===== src/rtl/cmd_ring_walker.sv =====
`timescale 1ns/1ps
module cmd_ring_walker #(
  parameter int PTR_W  = 32,
  parameter int ADDR_W = 32,
  parameter int LOG2_W = 5,
  parameter int CNT_OUT_W = 32
) (
  input  logic                 clk,
  input  logic                 rst_n,
  input  logic [ADDR_W-1:0]    cfg_base,
  input  logic [LOG2_W-1:0]    cfg_size_log2,
  input  logic [PTR_W-1:0]     wr_ptr,
  output logic [PTR_W-1:0]     rd_ptr,
  output logic                 mem_req,
  output logic [ADDR_W-1:0]    mem_addr,
  input  logic                 mem_rvalid,
  input  logic [31:0]          mem_rdata,
  output logic                 reg_wr_en,
  output logic [14:0]          reg_wr_idx,
  output logic [31:0]          reg_wr_data,
  output logic                 cmd_hdr_valid,
  output logic [6:0]           cmd_opcode,
  output logic                 cmd_pred,
  output logic [13:0]          cmd_len,
  output logic                 cmd_word_valid,
  output logic [31:0]          cmd_word,
  output logic                 cmd_word_last,
  output logic [CNT_OUT_W-1:0] pkt_count,
  output logic                 err,
  output logic                 idle,
  output logic                 done
);
  localparam int CNT_W = 14;
  localparam int IDX_W = 15;

  typedef enum logic [2:0] {S_IDLE, S_HWAIT, S_CHECK, S_PREQ, S_PWAIT} st_t;
  st_t st;

  logic [1:0]       h_type;
  logic [CNT_W-1:0] h_cnt;
  logic             h_wone;
  logic [IDX_W-1:0] h_idx;
  logic [CNT_W-1:0] left;
  logic [IDX_W-1:0] ridx;
  logic             since;

  logic [PTR_W-1:0] size_words, ring_mask, avail, need;
  logic             ring_on, go, fits;

  assign size_words = (cfg_size_log2 >= LOG2_W'(2)) ?
                      (PTR_W'(1) << (cfg_size_log2 - LOG2_W'(2))) : '0;
  assign ring_on    = size_words != '0;
  assign ring_mask  = size_words - PTR_W'(1);
  assign avail      = wr_ptr - rd_ptr;
  assign need       = PTR_W'(h_cnt) + PTR_W'(2);
  assign fits       = avail >= need;
  assign go         = ring_on && (rd_ptr != wr_ptr);

  assign mem_req  = ((st == S_IDLE) && go) || (st == S_PREQ);
  assign mem_addr = cfg_base + ADDR_W'({rd_ptr & ring_mask, 2'b00});
  assign idle     = (st == S_IDLE) && ((rd_ptr == wr_ptr) || !ring_on);

  always_ff @(posedge clk) begin
    if (!rst_n) begin
      st <= S_IDLE;
      rd_ptr <= '0;
      h_type <= '0;
      h_cnt <= '0;
      h_wone <= 1'b0;
      h_idx <= '0;
      left <= '0;
      ridx <= '0;
      since <= 1'b0;
      pkt_count <= '0;
      err <= 1'b0;
      done <= 1'b0;
      reg_wr_en <= 1'b0;
      reg_wr_idx <= '0;
      reg_wr_data <= '0;
      cmd_hdr_valid <= 1'b0;
      cmd_opcode <= '0;
      cmd_pred <= 1'b0;
      cmd_len <= '0;
      cmd_word_valid <= 1'b0;
      cmd_word <= '0;
      cmd_word_last <= 1'b0;
    end else begin
      done <= 1'b0;
      reg_wr_en <= 1'b0;
      cmd_hdr_valid <= 1'b0;
      cmd_word_valid <= 1'b0;
      cmd_word_last <= 1'b0;
      case (st)
        S_IDLE: begin
          if (go) st <= S_HWAIT;
          else if (since && rd_ptr == wr_ptr) begin
            done <= 1'b1;
            since <= 1'b0;
          end
        end
        S_HWAIT: begin
          if (mem_rvalid) begin
            h_type <= mem_rdata[31:30];
            h_cnt  <= mem_rdata[29:16];
            h_wone <= mem_rdata[15];
            h_idx  <= mem_rdata[14:0];
            st <= S_CHECK;
          end
        end
        S_CHECK: begin
          case (h_type)
            2'd2: begin
              rd_ptr <= rd_ptr + PTR_W'(1);
              pkt_count <= pkt_count + CNT_OUT_W'(1);
              since <= 1'b1;
              st <= S_IDLE;
            end
            2'd1: begin
              rd_ptr <= rd_ptr + PTR_W'(1);
              err <= 1'b1;
              st <= S_IDLE;
            end
            default: begin
              if (fits) begin
                rd_ptr <= rd_ptr + PTR_W'(1);
                left <= h_cnt;
                ridx <= h_idx;
                if (h_type == 2'd3) begin
                  cmd_hdr_valid <= 1'b1;
                  cmd_opcode <= h_idx[14:8];
                  cmd_pred <= h_idx[0];
                  cmd_len <= h_cnt;
                end
                st <= S_PREQ;
              end
            end
          endcase
        end
        S_PREQ: st <= S_PWAIT;
        S_PWAIT: begin
          if (mem_rvalid) begin
            rd_ptr <= rd_ptr + PTR_W'(1);
            if (h_type == 2'd0) begin
              reg_wr_en <= 1'b1;
              reg_wr_idx <= ridx;
              reg_wr_data <= mem_rdata;
              if (!h_wone) ridx <= ridx + IDX_W'(1);
            end else begin
              cmd_word_valid <= 1'b1;
              cmd_word <= mem_rdata;
              cmd_word_last <= (left == '0);
            end
            if (left == '0) begin
              pkt_count <= pkt_count + CNT_OUT_W'(1);
              since <= 1'b1;
              st <= S_IDLE;
            end else begin
              left <= left - CNT_W'(1);
              st <= S_PREQ;
            end
          end
        end
        default: st <= S_IDLE;
      endcase
    end
  end
endmodule


===== config.mk =====
export PLATFORM = sky130hd
export DESIGN_NAME = cmd_ring_walker
export DESIGN_NICKNAME = d
export VERILOG_FILES = /design/src/rtl/cmd_ring_walker.sv
export SDC_FILE = /design/constraint.sdc
export NUM_CORES = 1
export LEC_CHECK = 0
export BUFFER_PORTS_ARGS = -buffer_cell sky130_fd_sc_hd__buf_2
export CORE_ASPECT_RATIO = 0.8
export CORE_UTILIZATION = 50
export DETAILED_ROUTE_END_ITERATION = 7
export GPL_ROUTABILITY_DRIVEN = 0
export GPL_TIMING_DRIVEN = 0
export HOLD_SLACK_MARGIN = 0.06
export PLACE_DENSITY = 0.86
export SKIP_LAST_GASP = 1
export SLEW_MARGIN = 40
export SYNTH_ARGS = -nofsm -noshare
export SYNTH_HDL_FRONTEND = slang
export SYNTH_SLANG_ARGS = --single-unit

===== constraint.sdc =====
create_clock -name clk -period 25.6 [get_ports clk]
set_clock_uncertainty 0.2 [all_clocks]
set_input_delay 5.12 -clock clk [delete_from_list [all_inputs] [get_ports clk]]
set_output_delay 5.12 -clock clk [all_outputs]
set_load 0.03 [all_outputs]

# --- Word level (Yosys, flattened, before mapping) ---
# Cells that the tools add are included.
totals:
  ff_bits: 236
  input_bits: 104
  output_inout_bits: 205
  wordCells: 131
op_classes:
  add_sub_neg: 9
  order_cmp: 2
  eq_ne: 22
  n_shift: 1
  mux: 37
  bitwise: 9
  n_reduce_logical: 29
op_table:
  columns: ["operator", "count"]
  rows:
  - ["32-bit two-way mux", 7]
  - ["32-bit case mux with 2 select lines", 2]
  - ["15-bit two-way mux", 5]
  - ["32-bit by 1-bit adder with 32-bit output (second input constant)", 2]
  - ["14-bit two-way mux", 4]
  - ["32-bit adder", 1]
  - ["32-bit == test", 1]
  - ["32-bit by 15-bit >= comparator with 1-bit output", 1]
  - ["32-bit inequality test", 1]
  - ["32-bit nonzero test", 1]
  - ["1-bit by 5-bit left shift with 32-bit output (first input constant)", 1]
  - ["32-bit subtractor", 1]
  - ["30-bit bitwise AND", 1]
  - ["15-bit case mux with 2 select lines", 1]
  - ["30-bit by 1-bit subtractor with 30-bit output (second input constant)", 1]
  - ["14-bit case mux with 2 select lines", 1]
  - ["2-bit inequality test (second input constant)", 11]
  - ["14-bit by 2-bit adder with 15-bit output (second input constant)", 1]
  - ["15-bit by 1-bit adder with 15-bit output (second input constant)", 1]
  - ["3-bit two-way mux", 5]
  - ["3-bit case mux with 5 select lines", 1]
  - ["14-bit logical NOT", 1]
  - ["14-bit by 1-bit subtractor with 14-bit output (second input constant)", 1]
  - ["3-bit AND reduction", 4]
  - ["28 further kinds", 53]

# --- Depth between registers and ports, before layout ---
# Gate-level depths: netlist (run 1).
logic_depth:
  word_depth: 7
  depth_mapped: 26

# --- Worst setup path after synthesis (run 1) ---
# Ideal clock, no wire load.
synth_path:
  path_kind: "input port to output port"
  from: "input cfg_size_log2[1]"
  to: "output mem_addr[31]"
  arrival_ps: 10048
  t_required_ps: 20280
  setup_slack_ps: 10232
  cell_stages: 25
  path_buffers: 1
  cell_sequence: "clkbuf_1 -> inv_1 -> ha_1 -> nor3b_1 -> o21ai_0 -> and3_1 -> nand2_1 -> ha_1 -> o21ai_0 -> or3_1 -> nor2_1 -> nor3_1 -> a21oi_1 -> nor2_1 -> ha_1 -> a21oi_1 -> nor2b_1 -> nor2_1 -> o21ai_0 -> o21ba_2 -> a21oi_1 -> or4_1 -> a31o_2 -> a21oi_1 -> xnor2_1"
synth_between:
  elab_chain_len: 6
synth_rtl:
  columns: ["item", "line", "rtl"]
  rows:
  - ["start: declaration", "11", "input logic [LOG2_W-1:0] cfg_size_log2,"]
  - ["5-bit by 2-bit subtractor with 5-bit output", "51", "(PTR_W'(1) << (cfg_size_log2 - LOG2_W'(2))) : '0;"]
  - ["1-bit by 5-bit left shift with 32-bit output", "51", null]
  - ["32-bit two-way mux *", "50", "assign size_words = (cfg_size_log2 >= LOG2_W'(2)) ?"]
  - ["30-bit by 1-bit subtractor with 30-bit output *", "53", "assign ring_mask = size_words - PTR_W'(1);"]
  - ["30-bit bitwise AND *", "60", "assign mem_addr = cfg_base + ADDR_W'({rd_ptr & ring_mask, 2'b00});"]
  - ["32-bit adder *", "60", null]
  - ["end: declaration", "15", "output logic [ADDR_W-1:0] mem_addr,"]
# Every way passes the cells marked *; elsewhere a longest branch is shown, timed or not.

# --- Final worst setup path (run 1) ---
# Ends and elaborated chain as after synthesis.

==> results of run 1 <==
## cell usage after synthesis, types with 5 or more instances
library cell / n
a211oi_1: 15
a21o_1: 24
a21oi_1: 228
a22oi_1: 10
a31o_2: 12
a31oi_1: 7
and2_1: 19
and3_1: 49
and4_1: 7
buf_2: 8
buf_4: 7
clkbuf_1: 82
dfxtp_1: 236
ha_1: 86
inv_1: 68
mux2i_1: 16
nand2_1: 380
nand2b_1: 18
nand3_1: 67
nand4_1: 36
nor2_1: 148
nor2b_1: 9
nor3_1: 26
nor4_1: 8
o2111ai_1: 5
o211ai_1: 31
o21a_1: 23
o21ai_0: 92
o21ai_1: 5
o21bai_1: 6
o221ai_1: 5
o31ai_1: 17
o32ai_1: 9
or2_2: 7
or3_1: 15
or4_1: 6
xnor2_1: 49
xor2_1: 49
## tightest hold or removal path, cell delays in order, from the launching register on
cell	delay, ns
dfxtp_1	0.31
nand2_1	0.05
a21oi_1	0.05
## power breakdown
group          switching [uW]  internal [uW]  total (uW)
registers                16.6            377         394
logic                     140           71.7         212
clock network             154            194         347
## flip-flops by register name, summed over array words and instances, names as in the netlist, 2 cells and up
| signal | flops |
|---|---|
| cmd_len | 14 |
| cmd_opcode | 7 |
| cmd_word | 32 |
| h_cnt | 14 |
| h_idx | 15 |
| h_type | 2 |
| left | 14 |
| pkt_count | 32 |
| rd_ptr | 32 |
| reg_wr_data | 32 |
| reg_wr_idx | 15 |
| ridx | 15 |
| st | 3 |
## worst min-delay path by stage
| stage | from | end | slack (ns) | depth (start not counted) |
|---|---|---|---|---|
| global route | reg_wr_data[6] | reg_wr_data[6] | 0.27 | 2 |
| CTS | reg_wr_idx[0] | reg_wr_idx[0] | 0.25 | 2 |
| detailed placement | reg_wr_idx[7] | reg_wr_idx[7] | 0.24 | 2 |
| finish | reg_wr_idx[9] | reg_wr_idx[9] | 0.25 | 2 |
| floorplan | h_wone | h_wone | 0.24 | 2 |
| global placement | cmd_word[29] | cmd_word[29] | 0.24 | 2 |
## final cells by class
cell class              instances  area share (%)
plain buffers                 105           2.643
multi-input cells            1562           53.37
inverters                      69           1.475
well taps                     370           2.636
repair buffers                303           8.636
clock buffers                  36           3.848
diodes                          2         0.02850
flip-flops and latches        236           26.90
clock inverters                 8          0.4560
## routing by layer
layer	track usage (%)	share of wire, %	vias up
met4	11.45	3.5	2
li1	-	-	7615
met5	0	0.016	-
met3	8.582	13	155
met2	48.68	42	1020
met1	43.18	42	7643
## through the flow
stage               power (uW)  instances  instance area [um^2]  util (%)  hold WS, ns
detailed placement       603.1       2645                 16800     58.54       0.2435
global route             982.5       2691                 17560     61.19       0.2703
floorplan                537.3       1972                 14810         -       0.2363
finish                   952.3       2691                 17560     61.19       0.2546
CTS                      941.4       2689                 17560     61.18       0.2531
global placement         595.4       2645                 16790     58.52       0.2390
## cells by family after synthesis
family	synth area share, %
xor gates and xnor gates	5.794
DFF	31.89
AOI/OAI and AO/OA	23.18
muxes	1.157
and+or+nand+nor	25.57
buffers and inverters	4.865
adders and majority gates	7.534
==> impl_metrics.csv, run 1 <==
group,metric,value,unit
critical_path,cpMostUsedCell,"a21oi_1",
critical_path,endpoint,"mem_addr[31]",
sta,tightest_slew,0.8732,ns
critical_path,startpoint,"cfg_size_log2[1]",
critical_path,r2r_end,"rd_ptr[30]",
critical_path,r2r_setup_slack,19.54,ns
critical_path,regToRegStartpoint,"rd_ptr[0]",
logic_synthesis,synthArstFlopShare,0,%
clock_network,path_clk_slew,0.06,ns
sta,clock.fmax,0.05886,GHz
logic_synthesis,synth.distinct_cells,87,
clock_network,cts_tree,"built",
sta,final.setup.tns,0,ns
final_layout,multi_input_area,9373,um^2
die,fp.dieH,156.0,um
critical_path,crit_arrival,11.67,ns
sta,setup-violations-final,0,
clock_network,cts_setup_buffers,0,
logic_synthesis,synth_nets,2164,
final_layout,layout_common_cells,"nand2_1 (380), buf_2 (311), dfxtp_1 (236)",
global_route,antenna_found_initial,3,
routing,drc,0,
global_route,grt_overflow,0,
routing,routed_wl,50860,um
logic_synthesis,synth_edf_count,0,
routing,drtAntennaViolNets,0,
routing,drt-initial-drc-count,1988,
clock_network,root_buffer,"clkbuf_16",
die,fp.dieW,194.4,um
global_route,grt_max_degree,15,
sta,period_minus_slack,16.99,ns
critical_path,cp.depth,25,
logic_synthesis,synth_area,14810,um^2
critical_path,cp_max_fo,10,
clock_network,cts_buffer_depth,3,
critical_path,criticalPathCategory,"in2out",
final_layout,regArea,4725,um^2
sta,relSlewSlack,41.79,%
die,rows,55,
routing,routed_via_density,6.107,
power,leakage,0.007340,uW
sta,period_share,66.37,%
final_layout,n_fill_cell,2454,
placed_design,io_buffers,303,
placed_design,pre_cts_ws,8.932,ns
power,ir_worst_vdd,0.04987,mV
global_route,first_global_vias,15020,
logic_synthesis,synth-seq-cells,236,
clock_network,clkLatencyLatePin,0.54,ns
critical_path,worst_r2r_path_depth,21,
sta,setup_ws,8.609,ns
routing,wire_per_inst,18.90,um
critical_path,worst-path-buf-inv,4,
logic_synthesis,syn_area_per_cell,7.512,um^2
critical_path,crit_family,"simple AND/OR/NAND/NOR gates",
die,floorplan.initialDensity,51.62,%
global_route,grt_pass1_wl,78220,um
clock_network,numCtsBuffers,24,
clock_network,hold_buffers,0,
routing,num_vias,16440,
logic_synthesis,yosys.area.top_type,"dfxtp_1",
critical_path,crit_path_start_kind,"input port",
final_layout,drive_gt1_share,17.51,%
sta,hold_viol,0,
global_route,track_usage,31.91,%
logic_synthesis,ys_seq_area_share,31.89,%
die,io_pins,309,
logic_synthesis,yosysWarnings,0,
critical_path,crit_required,20.28,ns
clock_network,cts_sinks,236,
logic_synthesis,postSynthCellCount,1972,
final_layout,syn2layout_area_growth,18.54,%
logic_synthesis,synthTopCellsByArea,"dfxtp_1 (32%), nand2_1 (9.6%), a21oi_1 (7.7%)",
logic_synthesis,synth_top_area_share,31.89,%
die,coreArea,28700,um^2
placed_design,dp_hpwl,39640,um
final_layout,final_nets,2493,
status,outcome,"finished clean",
clock_network,cts_resized,0,
clock_network,cts.htree.levels,1,
routing,first_pass_iters,7,
job,maxCapViolCount,0,
hold_path,min_path_type,"reg2reg",
sta,grt_setup_unrepaired,"false",
power,power_density,54.23,nW/um^2
critical_path,critical_path.max_stage_delay,0.50,ns
logic_synthesis,synthFlopType,"dfxtp_1",
critical_path,critical-path-slowest-cell,"nor3b_1",
critical_path,end_kind,"output pin",
final_layout,final_common_cell,"nand2_1",
die,die_area,30320,um^2
sta,finalMaxSlewViolations,0,
Power figures use the tool's default switching activity.
==> run 2, diff against run 1 <==
Settings changed: ABC_AREA set to 1, PLACE_DENSITY 0.86 to 0.85.
Clock period 25.6 ns to 17 ns, I/O delays scaled along.
==> run 2 against run 1 <==
  * Worst hold slack worse by 0.015 ns
  * Sequential power increased by 68%
  * Clock power up 63%
  * Die area increased by 10%
  * Sequential cell count stayed put
  * Critical path depth rose by 3
  * Final cell count increased by 25%
  * Wire length increased by 10%
  * Global-route usage is 0.33 points higher
  * Clock-buffer cell count fell by 4
  * Combinational power rose to 3.0 times the previous value
  * Critical endpoint is now mem_addr[29]
  * Largest power group unchanged
==> impl_metrics.csv, run 2 <==
group,metric,value,unit
final_layout,syn2layout_area_growth,17.70,%
logic_synthesis,yosys.area.top_type,"dfxtp_1",
logic_synthesis,synth.distinct_cells,53,
sta,final.setup.tns,0,ns
sta,period_share,69.51,%
global_route,antenna_found_initial,1,
die,io_pins,309,
routing,first_pass_iters,8,
clock_network,root_buffer,"clkbuf_16",
die,floorplan.initialDensity,51.38,%
logic_synthesis,synth_top_area_share,28.93,%
critical_path,criticalPathCategory,"in2out",
clock_network,clkLatencyLatePin,0.52,ns
routing,drtAntennaViolNets,0,
status,outcome,"finished clean",
sta,setup-violations-final,0,
sta,tightest_slew,0.7985,ns
sta,relSlewSlack,46.77,%
sta,period_minus_slack,11.82,ns
clock_network,hold_buffers,0,
critical_path,cp_max_fo,6,
logic_synthesis,postSynthCellCount,2593,
job,maxCapViolCount,0,
die,coreArea,31790,um^2
final_layout,layout_common_cells,"nand2_1 (622), inv_1 (351), buf_2 (315)",
final_layout,finish.instance_area,19220,um^2
logic_synthesis,yosys-top-cells-count,"nand2_1 (622), inv_1 (351), nor2_1 (311)",
die,die_area,33390,um^2
final_layout,drive_gt1_share,14.01,%
critical_path,end_kind,"output pin",
sta,finalMaxSlewViolations,0,
routing,drt-initial-drc-count,2261,
power,ir_worst_vdd,0.09526,mV
critical_path,startpoint,"cfg_size_log2[1]",
routing,routed_wl,56130,um
die,fp.dieH,163.6,um
logic_synthesis,synth_edf_count,0,
die,rows,58,
power,power,1855,uW
critical_path,regToRegStartpoint,"rd_ptr[5]",
critical_path,r2r_end,"cmd_len[8]",
power,leakage,0.009356,uW
logic_synthesis,synthTopCellsByArea,"dfxtp_1 (29%), nand2_1 (14%), inv_1 (8.1%)",
sta,grt_setup_unrepaired,"false",
final_layout,n_fill_cell,2960,
critical_path,crit_path_start_kind,"input port",
logic_synthesis,yosysMostFrequentCell,"nand2_1",
logic_synthesis,synth-seq-cells,236,
clock_network,numCtsBuffers,23,
die,fp.dieW,204.1,um
power,power_density,96.51,nW/um^2
logic_synthesis,synth_area,16330,um^2
clock_network,cts_buffer_depth,3,
routing,num_vias,18970,
logic_synthesis,yosysWarnings,0,
placed_design,dpl_cell_area,18390,um^2
clock_network,cts_tree,"built",
routing,drc,0,
clock_network,cts_setup_buffers,0,
clock_network,cts.htree.levels,1,
placed_design,io_buffers,306,
clock_network,cts_resized,0,
logic_synthesis,synthArstFlopShare,0,%
clock_network,path_clk_slew,0.06,ns
global_route,grt_overflow,0,
critical_path,worst_r2r_path_depth,25,
hold_path,min_path_type,"reg2reg",
sta,hold_ws,0.2391,ns
critical_path,r2r_setup_slack,12.54,ns
logic_synthesis,ys_seq_area_share,28.93,%
critical_path,endpoint,"mem_addr[29]",
global_route,grt_max_degree,16,
logic_synthesis,synth_nets,2785,
final_layout,final_common_cell,"nand2_1",
routing,routed_via_density,5.643,
sta,hold_viol,0,
sta,clock.fmax,0.08463,GHz
logic_synthesis,syn_area_per_cell,6.298,um^2
global_route,track_usage,32.24,%
logic_synthesis,synthFlopType,"dfxtp_1",
routing,wire_per_inst,16.70,um
clock_network,cts_sinks,236,
final_layout,final_nets,3116,
global_route,grt_pass1_wl,86870,um
global_route,first_global_vias,16960,
critical_path,crit_arrival,8.22,ns
placed_design,dp_hpwl,44870,um
critical_path,crit_required,13.40,ns
[run 2: cell types whose count changed after synthesis, moves of 20 or more]
cell / delta
a21o_1: -20
a21oi_1: +33
and3_1: -48
clkbuf_1: -26
inv_1: +283
nand2_1: +242
nand3_1: +61
nor2_1: +163
nor3_1: +41
o211ai_1: -29
o21ai_0: +82
xnor2_1: -29
xor2_1: +39
[run 2: metrics by stage]
stage                     std cells  util [%]  worst slack (ns)
after CTS                      3360     60.46             5.358
after global routing           3360     60.46             4.713
after floorplan                2593         -             6.399
after global placement         3319     57.85             5.671
after detailed placement       3319     57.85             5.377
final                          3361     60.47             5.184
[run 2: cell families after synthesis]
group | share of synthesized area, %
DFF | 28.93
adders and majority gates | 6.834
buffers and inverters | 10.57
xor gates and xnor gates | 5.991
AOI/OAI and AO/OA | 15.33
and+or+nand+nor | 32.34
[run 2: power breakdown]
group / internal (uW) / switching [uW] / total [uW]
clock: 340 / 226 / 565
sequential: 606 / 55.9 / 662
combinational: 201 / 426 / 627
[run 2: worst min-delay path by stage]
stage,start,end,slack [ns],depth (start not counted)
floorplan,h_idx[3],h_idx[3],0.23,2
global placement,reg_wr_data[11],reg_wr_data[11],0.23,2
detailed placement,reg_wr_idx[6],reg_wr_idx[6],0.23,2
CTS,reg_wr_idx[6],reg_wr_idx[6],0.24,2
global route,reg_wr_idx[6],reg_wr_idx[6],0.25,2
finish,reg_wr_idx[6],reg_wr_idx[6],0.24,2
[run 2: critical path: stages]
cell and delay, ns:
buf_2 0.13, inv_2 0.08, ha_1 0.22, xnor2_1 0.31, inv_1 0.18, nor2_1 0.15
inv_1 0.07, nor2_1 0.26, inv_1 0.08, ha_1 0.20, inv_1 0.13, nor2_2 0.08
inv_2 0.10, o21ai_0 0.08, a21oi_1 0.16, ha_1 0.22, a21oi_1 0.11, o21ai_0 0.22
nand2_1 0.08, nand2_1 0.06, a31oi_1 0.07, o21ai_0 0.51, a31oi_1 0.30, o21ai_0 0.53
a21o_1 0.18, nand2_1 0.04, nand2_1 0.05, buf_2 0.20
[run 2: layout make-up]
class	count	area, um^2	share of cell area [%]
Antenna cell	1	2.502	0.01302
Buffer	80	364.1	1.894
Clock buffer	32	679.4	3.535
Clock inverter	9	151.4	0.7877
Inverter	363	1363	7.089
Multi-Input combinational cell	1914	9879	51.40
Sequential cell	236	4725	24.58
Tap cell	420	525.5	2.734
Timing Repair Buffer	306	1531	7.968
[run 2: per-layer routing]
| metal | part of all wire [%] | vias to the layer above | GRT usage, % |
|---|---|---|---|
| li1 | - | 9018 | - |
| met1 | 42 | 8523 | 43.89 |
| met2 | 42 | 1279 | 49.83 |
| met3 | 13 | 145 | 7.682 |
| met4 | 3.3 | 2 | 10.58 |
| met5 | 0.023 | - | 0 |
